<file path="config.mk">
export PLATFORM = sky130hd
export DESIGN_NAME = reloc_unit
export DESIGN_NICKNAME = d
export VERILOG_FILES = /design/src/rtl/reloc_unit.sv
export SDC_FILE = /design/constraint.sdc
export NUM_CORES = 1
export LEC_CHECK = 0
export BUFFER_PORTS_ARGS = -buffer_cell sky130_fd_sc_hd__buf_2
export CAP_MARGIN = 10
export CORE_AREA = 10 10 97 99
export CTS_BUF_LIST = sky130_fd_sc_hd__clkbuf_16
export CTS_CLUSTER_SIZE = 24
export DETAILED_ROUTE_END_ITERATION = 10
export DIE_AREA = 0 0 107 109
export SYNTH_ARGS = -nofsm -noshare
export SYNTH_HDL_FRONTEND = slang
export SYNTH_SLANG_ARGS = --single-unit
</file>
<file path="constraint.sdc">
create_clock -name clk -period 3.8 [get_ports clk]
set_input_delay 1.14 -clock clk [delete_from_list [all_inputs] [get_ports clk]]
set_output_delay 1.14 -clock clk [all_outputs]
set_load 0.05 [all_outputs]
</file>
<file path="src/rtl/reloc_unit.sv">
module reloc_unit #(
  parameter int LA_W = 8,
  parameter int PA_W = 10
) (
  input  logic            clk,
  input  logic            rst_n,
  input  logic            req_valid,
  input  logic [LA_W-1:0] req_addr,
  input  logic            req_priv,
  input  logic            cfg_we,
  input  logic            cfg_priv,
  input  logic            cfg_sel,
  input  logic [PA_W-1:0] cfg_data,
  output logic            mem_valid,
  output logic [PA_W-1:0] mem_addr,
  output logic            fault,
  output logic [1:0]      fault_cause,
  output logic [LA_W-1:0] fault_addr
);
  localparam int LIM_W = LA_W + 1;
  localparam int PAD_W = PA_W - LA_W;

  logic [PA_W-1:0]  base_q;
  logic [LIM_W-1:0] limit_q;

  wire in_bound  = {1'b0, req_addr} < limit_q;
  wire grant     = req_valid && (req_priv || in_bound);
  wire bound_err = req_valid && !req_priv && !in_bound;
  wire wr_ok     = cfg_we && cfg_priv;
  wire wr_err    = cfg_we && !cfg_priv;
  wire [PA_W-1:0] phys = {{PAD_W{1'b0}}, req_addr} + base_q;

  always_ff @(posedge clk) begin
    if (!rst_n) begin
      base_q  <= '0;
      limit_q <= '0;
    end else if (wr_ok) begin
      if (cfg_sel) limit_q <= cfg_data[LIM_W-1:0];
      else         base_q  <= cfg_data;
    end
  end

  always_ff @(posedge clk) begin
    if (!rst_n) begin
      mem_valid   <= 1'b0;
      mem_addr    <= '0;
      fault       <= 1'b0;
      fault_cause <= '0;
      fault_addr  <= '0;
    end else begin
      mem_valid   <= grant;
      if (grant) mem_addr <= phys;
      fault       <= bound_err || wr_err;
      fault_cause <= {wr_err, bound_err};
      if (bound_err) fault_addr <= req_addr;
    end
  end
endmodule


</file>
==> summary.txt <==
Critical path
  • Critical Path RT: 3970 ps
  • Cell with the largest stage delay on the worst path: fa_1
  • Worst setup EP type: register
  • Critical path class: in -> reg
  • Worst R2R Path Depth: 8
  • Worst reg2reg startpoint: base_q[0]
  • Worst-path fanout max: 4
  • CP delay by family, top: compound AO/OA/AOI/OAI gates
  • Crit path buf inv count: 2
  • CP startpoint: req_addr[0]
  • Startpoint Class: input port
  • Setup slack, reg-to-reg: 1660 ps
  • Worst R2R End: mem_addr[8]
  • CP arrival: 2920 ps
  • Critical path, cell by cell: buf_2 -> ha_1 -> inv_1 -> fa_1 -> nand2b_1 -> a211oi_1 -> or3_1 -> a22oi_1 -> a311o_1
  • Largest stage delay, worst path: 370 ps

Yosys
  • Top_reg_cell synth: dfxtp_1
  • Mapped Cells: around 250
  • Post-synthesis xor/xnor area fraction: under 10%
  • Adder-cell area share of the yosys netlist: 9.51%
  • Compound-gate portion of the synthesized area: 20.1%
  • Ys async rst share: 0%
  • Sequential area share after synthesis: 37.6%
  • Mapped cell area: 0.00218 sq mm
  • Ys Warns: 0
  • Number of synthesized register bits: 41
  • Post-synth EDFFs: 0
  • Mapped Nets: 294
  • Main combinational cell family by area after synthesis: simple AND/OR/NAND/NOR gates
  • Simple-Gate Fraction of Synth Area: 20.8%
  • Multiplexer share of the synthesized area: a little under 7%
  • Synth cell types: between 40 and 50
  • Avg Synthesized Cell Area: roughly 8.6 sq um

Clock tree
  • Post-CTS Hold Buffers: 0
  • Clk sinks: 41
  • CTS tree: built
  • Max clock buf depth: 2
  • H-tree depth: 2
  • Root buf cell: clkbuf_16
  • Worst-path clk slew: roughly 60 ps
  • Setup Fix Bufs, Post-CTS: 0
  • Later-pin clock latency in the skew report: 280 ps
  • CTS buffer count: 5
  • Post-cts resize count: 0

Layout
  • Nets: about 340
  • Area grow syn2layout: 23.5%
  • Share of layout cells above drive strength 1: around 22%
  • N_diodes: 0

Global route
  • GR Util met3: 3.72%
  • Global-route wire length before repair: around 8600 microns
  • Congestion Overflow GR: 0
  • Met1 usage: 10.4%
  • GRT Max-Usage Layer: met2
  • Initial antenna violation count: 0
  • GRT Total Usage: a little under a tenth
  • Vias in the first global route: 1767
  • Pin count of the biggest net entering global routing: 62
  • GR met2 Demand/Resource: 14.7%

STA
  • Max Slew Vio Count: 0
  • Clock Skews: 5.20 ps
  • Slew margin rel.: between 30 and 40%
  • Setup TNS: 0 ps
  • Worst Slack Setup Final: around 1100 ps
  • Setup violators final: 0
  • Pin slew with the least headroom to its limit: 984 ps
  • Period utilisation layout: 72.3%
  • Minimum clock period after layout: between 2000 and 3000 ps
  • Final Hold Fails: 0
  • RSZ-0062 raised after global routing: false
  • Fmax: 364 MHz

Power
  • Comb power frac: 16.7%
  • Worst vdd ir: 180 uV
  • Leak: 1.20 nW
  • Internal power: 0.897 mW
  • Flop pwr share: 38.1%
  • Switching share of power: 26.0%
  • Power per cell area: 449 mW/mm^2
  • Switching power of the nets: 0.316 mW
  • Clk network pwr share: 45.2%

Routing
  • ANT nets after route: 0
  • DRC Markers: 0
  • Routed len/inst: 13.1 microns
  • Vias per inst: 4.44
  • DR iter-0 viols: between 70 and 80
  • DR vias: 1772
  • First-pass DRT Iterations: 4
  • Routed wire length: approximately 5200 microns

Die
  • Initial Util: 29.0%
  • Chip Width: ~110 microns
  • Num ports: 47
  • Die Area: 0.0117 sq mm
  • Core area: 0.00753 sq mm
  • # rows: 32
  • Die H: between 100 and 150 microns

Hold path
  • Min-Delay Endpoint: fault_addr[4]
  • Worst Hold Class: reg -> reg
  • Hold_sp: fault_addr[4]
  • Hold Crit Depth: 2

Flow run
  • Max cap viols: 0

Place
  • Pre-CTS setup slack: 752 ps
  • Post-DP HPWL: 4080 microns
  • Input/output buffers: 46
  • Placer Congestion: 0.763

Outcome
  • Status: completed
==> how the worst max path moves through the flow <==
stage	end	cells after the start	slack, ps
floorplan	mem_addr[8]	8	1040
CTS	mem_addr[8]	9	1050
detailed placement	mem_addr[8]	9	750
finish	mem_addr[8]	9	1050
global placement	mem_addr[8]	9	810
global route	mem_addr[8]	9	910
==> cells in the final DEF (no fill, tap or decap), drive strengths merged, types with 2 or more instances in the layout <==
cell type	count
nand2	70
buf	46
dfxtp	41
a21boi	20
mux2i	15
ha	15
inv	14
a21oi	9
clkbuf	5
nand3	5
nor2	5
o21ai	5
nand2b	4
and3b	4
o211ai	4
a21o	3
nand3b	3
a211oi	3
and3	2
nor3	2
xnor2	2
bufinv	2
and2	2
==> metrics by stage <==
stage               area [sq um]  hold slack (ps)  utilization [%]  power, mW  cells
global route                2700              483             35.9       1.27    399
global placement            2500              443             33.3      0.672    391
finish                      2700              456             35.9       1.21    399
floorplan                   2180              443                -      0.620    253
CTS                         2700              461             35.9       1.23    399
detailed placement          2500              452             33.3      0.675    391
==> cell usage after synthesis (all sizes together) (4+ instances only) <==
| library cell | n | area share (%) |
|---|---|---|
| inv | 13 | 2.2 |
| clkbuf | 9 | 1.5 |
| nand3 | 5 | 1.7 |
| and3b | 4 | 1.6 |
| o211ai | 4 | 1.6 |
| ha | 15 | 8.6 |
| a21oi | 9 | 2.2 |
| mux2i | 15 | 6.9 |
| a21boi | 20 | 6.9 |
| dfxtp | 41 | 38 |
| nor2 | 5 | 0.97 |
| nand2 | 70 | 12 |
| o21ai | 5 | 1.7 |
| nand2b | 4 | 1.1 |
==> metal layers <==
metal	wire length, microns	vias to the layer above
met4	101	0
met1	2370	779
met5	0	-
met3	330	6
li1	-	957
met2	2410	30
==> sequential cells by signal, indices dropped and copies added (netlist names) <==
| name | count |
|---|---|
| fault_cause | 2 |
| limit_q | 9 |
| mem_valid | 1 |
| fault_addr | 8 |
| base_q | 10 |
| mem_addr | 10 |
| fault | 1 |
==> area by class of cell <==
| cell class | count | area (sq um) |
|---|---|---|
| Fill cell | 802 | 4830 |
| Multi-Input combinational cell | 189 | 1280 |
| Sequential cell | 41 | 821 |
| Timing Repair Buffer | 46 | 230 |
| Tap cell | 102 | 128 |
| Clock buffer | 5 | 125 |
| Clock inverter | 3 | 68.8 |
| Inverter | 13 | 48.8 |
==> power groups by stage <==
| stage | clock, mW | sequential (mW) | combinational [mW] |
|---|---|---|---|
| 6_report | 0.549 | 0.462 | 0.202 |
| 5_1_grt | 0.579 | 0.464 | 0.223 |
| 4_1_cts | 0.563 | 0.462 | 0.205 |
| 3_5_place_dp | 0 | 0.472 | 0.204 |
| 3_3_place_gp | 0 | 0.471 | 0.202 |
| 2_1_floorplan | 0 | 0.522 | 0.0976 |
==> worst min-delay path, stage by stage (launching register included) <==
cell     delay, ps
dfxtp_1        310
nand2_1         50
mux2i_1         50
==> kinds of logic (layout without fill, tap and decap cells) <==
family,count (synthesis),count (layout)
AND/OR/NAND/NOR,99,99
AO/OA/AOI/OAI,56,56
flip-flops,41,41
buffers and inverters,23,67
adder cells (fa/ha/maj),16,16
multiplexers,15,15
XOR/XNOR,3,3
No activity file was read; power rests on OpenSTA's default activity.
